### src/rtl/blk_lock_pkg.sv
package blk_lock_pkg;
    localparam logic [7:0] CODE_SETUP    = 8'h60;
    localparam logic [7:0] CODE_LOCK     = 8'h01;
    localparam logic [7:0] CODE_UNLOCK   = 8'hD0;
    localparam logic [7:0] CODE_LOCKDOWN = 8'h2F;

    // Encoding is the status word: bit0 locked, bit1 locked-down
    typedef enum logic [1:0] {
        BLK_UNLOCKED = 2'b00,
        BLK_LOCKED   = 2'b01,
        BLK_LOCKDOWN = 2'b11
    } blk_state_t;

    typedef enum logic [1:0] {
        ACT_NONE,
        ACT_LOCK,
        ACT_UNLOCK,
        ACT_LOCKDOWN
    } lock_act_t;

    typedef enum logic {
        SEQ_IDLE,
        SEQ_CONFIRM
    } seq_state_t;
endpackage

### src/rtl/blk_lock_seq.sv
module blk_lock_seq
    import blk_lock_pkg::*;
(
    input  logic       clk,
    input  logic       rst_n,
    input  logic       cmd_valid,
    input  logic [7:0] cmd_code,
    output lock_act_t  act,
    output logic       seq_err
);
    seq_state_t state_q, state_d;
    logic       bad_d;

    always_ff @(posedge clk or negedge rst_n) begin
        if (!rst_n) begin
            state_q <= SEQ_IDLE;
            seq_err <= 1'b0;
        end else begin
            state_q <= state_d;
            seq_err <= bad_d;
        end
    end

    always_comb begin
        state_d = state_q;
        act     = ACT_NONE;
        bad_d   = 1'b0;
        unique case (state_q)
            SEQ_IDLE: begin
                if (cmd_valid && cmd_code == CODE_SETUP)
                    state_d = SEQ_CONFIRM;
            end
            SEQ_CONFIRM: begin
                if (cmd_valid) begin
                    state_d = SEQ_IDLE;
                    if (cmd_code == CODE_LOCK)
                        act = ACT_LOCK;
                    else if (cmd_code == CODE_UNLOCK)
                        act = ACT_UNLOCK;
                    else if (cmd_code == CODE_LOCKDOWN)
                        act = ACT_LOCKDOWN;
                    else
                        bad_d = 1'b1;
                end
            end
        endcase
    end
endmodule

### src/rtl/blk_lock_cell.sv
module blk_lock_cell
    import blk_lock_pkg::*;
(
    input  logic       clk,
    input  logic       rst_n,
    input  lock_act_t  act,
    input  logic       sel,
    input  logic       wp_n,
    output blk_state_t state
);
    blk_state_t state_d;

    always_ff @(posedge clk or negedge rst_n) begin
        if (!rst_n) state <= BLK_LOCKED;
        else        state <= state_d;
    end

    always_comb begin
        state_d = state;
        if (sel) begin
            unique case (act)
                ACT_NONE:     state_d = state;
                ACT_LOCK:     if (state != BLK_LOCKDOWN || wp_n) state_d = BLK_LOCKED;
                ACT_UNLOCK:   if (state != BLK_LOCKDOWN || wp_n) state_d = BLK_UNLOCKED;
                ACT_LOCKDOWN: state_d = BLK_LOCKDOWN;
            endcase
        end
    end
endmodule

### src/rtl/blk_lock_ctrl.sv
module blk_lock_ctrl
    import blk_lock_pkg::*;
#(
    parameter int NUM_BLK = 12,
    parameter int ADDR_W  = $clog2(NUM_BLK)
) (
    input  logic               clk,
    input  logic               rst_n,
    input  logic               cmd_valid,
    input  logic [7:0]         cmd_code,
    input  logic [ADDR_W-1:0]  cmd_addr,
    input  logic               wp_n,
    input  logic               op_req,
    input  logic [ADDR_W-1:0]  op_addr,
    input  logic [ADDR_W-1:0]  stat_addr,
    output logic [1:0]         lock_status,
    output logic [NUM_BLK-1:0] blk_perm,
    output logic               op_deny,
    output logic               seq_err
);
    localparam int SLOTS = 1 << ADDR_W;

    lock_act_t          act;
    logic [1:0]         st_pad [SLOTS];
    logic [SLOTS-1:0]   perm_pad;
    logic [NUM_BLK-1:0] ld_vec;

    blk_lock_seq u_seq (
        .clk       (clk),
        .rst_n     (rst_n),
        .cmd_valid (cmd_valid),
        .cmd_code  (cmd_code),
        .act       (act),
        .seq_err   (seq_err)
    );

    for (genvar i = 0; i < SLOTS; i++) begin : g_slot
        if (i < NUM_BLK) begin : g_blk
            blk_state_t s;
            blk_lock_cell u_cell (
                .clk   (clk),
                .rst_n (rst_n),
                .act   (act),
                .sel   (cmd_addr == ADDR_W'(i)),
                .wp_n  (wp_n),
                .state (s)
            );
            assign st_pad[i]   = s;
            assign perm_pad[i] = (s == BLK_UNLOCKED);
            assign ld_vec[i]   = (s == BLK_LOCKDOWN);
        end else begin : g_none
            assign st_pad[i]   = BLK_LOCKED;
            assign perm_pad[i] = 1'b0;
        end
    end

    assign blk_perm    = perm_pad[NUM_BLK-1:0];
    assign lock_status = st_pad[stat_addr];

    always_ff @(posedge clk or negedge rst_n) begin
        if (!rst_n) op_deny <= 1'b0;
        else        op_deny <= op_req & ~perm_pad[op_addr];
    end
endmodule

### config.mk
export PLATFORM = sky130hd
export DESIGN_NAME = blk_lock_ctrl
export DESIGN_NICKNAME = d
export VERILOG_FILES = /design/src/rtl/blk_lock_pkg.sv /design/src/rtl/blk_lock_seq.sv /design/src/rtl/blk_lock_cell.sv /design/src/rtl/blk_lock_ctrl.sv
export SDC_FILE = /design/constraint.sdc
export NUM_CORES = 1
export LEC_CHECK = 0
export ABC_CLOCK_PERIOD_IN_PS = 1580
export CAP_MARGIN = 10
export CORE_UTILIZATION = 56
export DETAILED_ROUTE_END_ITERATION = 12
export DONT_BUFFER_PORTS = 1
export PLACE_DENSITY_LB_ADDON = 0.1
export SETUP_SLACK_MARGIN = 0.3
export SLEW_MARGIN = 10
export SYNTH_ARGS = -nofsm -noshare
export SYNTH_HDL_FRONTEND = slang
export SYNTH_SLANG_ARGS = --single-unit
### constraint.sdc
create_clock -name clk -period 1.58 [get_ports clk]
set_clock_uncertainty 0.1 [all_clocks]
set_input_delay 0.158 -clock clk [delete_from_list [all_inputs] [get_ports clk]]
set_output_delay 0.158 -clock clk [all_outputs]
set_load 0.05 [all_outputs]
==> metrics.cfg, run 1 <==
[status]
outcome = stopped before the end
haltStage = global routing (5_1_grt)
tool.error = [ERROR DPL-0038] Utilization greater than 100%, impossible to legalize

[cts]
cts.sinks = 27
numCtsBuffers = 3
htree_levels = 1
clockBufferDepth = 2
clock-root-buffer = clkbuf_4

[synthesis]
ys_warn_count = 0
yosysMostFrequentCell = nor2_1
ys_types = 33
async_reset_ff_frac = 1.000
synth_seq_cells = 27
synth_seq_area_share = 0.4050
yosys.area.top_type = dfrtp_1
syn_avg_cell_area_um2 = 9.120
synth_area_um2 = 1705
synth_edf_count = 0
synth_cells = 187
synthTopCellsByCount = nor2_1, dfrtp_1, nand2_1
synth_nets = 212
synth.top_cells.by_area = dfrtp_1, dfstp_2, mux4_2
synth_top_area_share = 0.2201
synth_flop_cell = dfrtp_1

[timing]
worst-endpoint-pin-kind = output port
worst_endpoint = lock_status[0]

[floorplanning]
core.rowCount = 19
die_width_um = 57.19
start_util = 0.6028
die_h_um = 57.19
pin_count = 41

[place]
globalplace.congestion = 0.8809
place_ws_ns = -0.2529
port_buffers = 0
hpwl_um = 3498

[global_route]
grt_max_degree = 28

timing repair:
item | in CTS
hold buffers | 20
gates cloned | 2
setup endpoints to repair | 39
endpoints found under the hold margin | 52
gates resized for setup | 65
pin swaps | 19
setup buffers | 19
per-stage QoR:
stage                     cell area [um^2]  utilization  cells
after CTS                             2643       0.9341    280
after detailed placement              1983       0.7010    235
after global placement                1983       0.7010    235
after floorplan                       1812            -    187
cells by family after synthesis:
family | after synthesis | synth area share
AND/OR/NAND/NOR | 69 | 0.1922
buffers and inverters | 20 | 0.05282
multiplexers | 11 | 0.1233
AO/OA/AOI/OAI | 60 | 0.2267
flip-flops | 27 | 0.4050
==> run 2: changes to the inputs <==
ABC_CLOCK_PERIOD_IN_PS = 2100   (was 1580)
CORE_UTILIZATION = 40   (was 56)
PLACE_DENSITY_LB_ADDON = 0.15   (was 0.1)
SETUP_SLACK_MARGIN = not set   (was 0.3)
clock period = 2.1 ns   (was 1.58 ns; I/O delays follow)
==> run 2 against run 1 <==
Against the previous run:
- the flow now finishes without violations
- synthesized area unchanged
- synthesized cell count unchanged
==> metrics.cfg, run 2 <==
[floorplanning]
die_area_um2 = 4529
pin_count = 41  ; unchanged
core_area_um2 = 4058
die_width_um = 67.30  ; +18%
core.rowCount = 23  ; +4
die_h_um = 67.30  ; +18%
start_util = 0.4203  ; -0.1825

[final_layout]
final_cell_area_um2 = 1973
mostFrequentLayoutCells = nor2_1, buf_4, dfrtp_1
synthToLayoutAreaGrowth_pct = 15.70
antennaDiodeCount = 0
layout_commonest_cell = nor2_1
final_cells = 256
largest_register_ffs = 24
nets = 232
drive_above_1_share = 0.2184
top_register = g_slot.g_blk.u_cell.state
fillers = 410

[routing]
drt_pass1_iterations = 4
via_per_inst = 6.023
drt-total-wl_um = 4471
wl_per_cell_um = 17.46
drc = 0
ant_nets = 0
drt_iter0_drc = 63
vias = 1542

[timing]
tns_ns = 0
worst_pin_slew_ns = 0.4395
max-slew-margin-rel = 0.7072
period_share = 0.9569
rsz0062_at_grt = no
period_needed_ns = 2.010
setup_violations = 0
hold_violations = 0
fmax_mhz = 497.6
maxSlewViolCount = 0

[global_route]
grt_pass1_vias = 1570
grt.total_usage = 0.2206
grt_overflow = 0
grt_pass1_wl_um = 7348
grt_max_degree = 28
antenna_found_initial = 0

[status]
outcome = completed

[place]
globalplace.congestion = 0.8437  ; -4.2%
port_buffers = 0  ; unchanged
dpl.cell_count = 246  ; +4.7%
hpwl_um = 3380  ; -3.4%
placed_area_um2 = 1857  ; -6.4%

[setup_path]
path_buf_inv = 1
worst_path_largest_cell_delay_ns = 0.49
startpoint_type = register
required_ns = 1.79
end_kind = primary output
path_delay_family = multiplexers
worstPathCellList = mux4_2, mux2i_1, o21ai_1, buf_4
worstPathMaxFanout = 5
arrival_ns = 1.70
critPathKind = register to primary output
critPathSlowestCell = mux4_2

[cts]
clock-root-buffer = clkbuf_8
insertion_delay_ns = 0.27
clockBufferDepth = 2  ; unchanged
cts_tree = yes
cts.clk_slew.worst_paths_ns = 0.09
htree_levels = 1  ; unchanged
numCtsBuffers = 3  ; unchanged
cts.sinks = 27  ; unchanged

[synthesis]
synthTopCellsByCount = nor2_1, dfrtp_1, nand2_1
synth_edf_count = 0  ; unchanged
synth_area_um2 = 1705  ; unchanged
synth_seq_area_share = 0.4050  ; unchanged
syn_avg_cell_area_um2 = 9.120  ; unchanged
synth_cells = 187  ; unchanged
ys_warn_count = 0  ; unchanged
synth_top_area_share = 0.2201  ; unchanged
async_reset_ff_frac = 1.000  ; unchanged
yosysMostFrequentCell = nor2_1
synth_flop_cell = dfrtp_1
synth_nets = 212  ; unchanged
synth_seq_cells = 27  ; unchanged
yosys.area.top_type = dfrtp_1
synth.top_cells.by_area = dfrtp_1, dfstp_2, mux4_2
ys_types = 33  ; unchanged

[power_and_ir_drop]
peakVddDrop_v = 0.0002244
p_per_area_nw_per_um2 = 457.2
power.leakage_nw = 0.8223

[min_path]
min_path_type = primary input to register

[flow_run]
cap_violations = 0

run 2: cells by family after synthesis:
family | after synthesis | synth area share
simple gates | 69 | 0.1922
flops | 27 | 0.4050
compound gates | 60 | 0.2267
mux | 11 | 0.1233
buf+inv | 20 | 0.05282
run 2: per-stage QoR:
stage / setup slack (ns) / util / total power (W) / hold WS, ns
CTS: 0.08873 / 0.4863 / 0.0009056 / 0.04107
global placement: 0.1703 / 0.4576 / 0.0005922 / -0.1844
global route: 0.03728 / 0.4863 / 0.0009305 / 0.06464
finish: 0.09047 / 0.4863 / 0.0009021 / 0.04558
detailed placement: 0.1217 / 0.4576 / 0.0005927 / -0.1844
floorplan: 0.006030 / - / 0.0005901 / -0.1856
run 2: layout make-up:
type                    count  area, um^2  area share
clock buffers               3       41.29     0.02093
clock inverters             1       5.005    0.002536
inverters                  11       41.29     0.02093
multi-input cells         140       927.1      0.4699
flip-flops and latches     27       690.7      0.3500
well taps                  50       62.56     0.03171
repair buffers             24       205.2      0.1040
run 2: repair_timing:
action                    in CTS  in global routing
hold buffers                   6                  0
gates resized for setup        0                  0
buffers inserted               0                  0
hold endpoints to repair      29                  0
run 2: power breakdown:
group | leakage (nW) | internal (W) | total [W] | switching, W
sequential | 0.323 | 0.000522 | 0.000527 | 0.00000487
clock | 0.0255 | 0.000133 | 0.000298 | 0.000165
combinational | 0.474 | 0.0000350 | 0.0000766 | 0.0000416
run 2: layer usage:
| metal | wire [um] | vias to the layer above | global-route usage |
|---|---|---|---|
| met1 | 2115 | 737 | 0.2986 |
| met3 | 257 | 8 | 0.03885 |
| li1 | - | 742 | - |
| met4 | 61 | 0 | 0.07713 |
| met5 | 0 | - | 0 |
| met2 | 2037 | 55 | 0.3538 |
run 2: worst paths after layout:
path | from | endpoint | slack, ns | depth (start not counted)
setup / recovery | g_slot[3].g_blk.u_cell.state[1] | lock_status[1] | 0.09 | 4
hold / removal | cmd_addr[1] | g_slot[7].g_blk.u_cell.state[0] | 0.05 | 2
setup reg to reg | u_seq.state_q | g_slot[8].g_blk.u_cell.state[1] | 0.49 | 5
hold reg to reg | g_slot[9].g_blk.u_cell.state[0] | g_slot[9].g_blk.u_cell.state[0] | 0.41 | 2
max in group asynchronous | rst_n | g_slot[5].g_blk.u_cell.state[0] | 1.39 | 2
min in group asynchronous | rst_n | op_deny | 0.27 | 2
No activity file was read; power rests on OpenSTA's default activity.
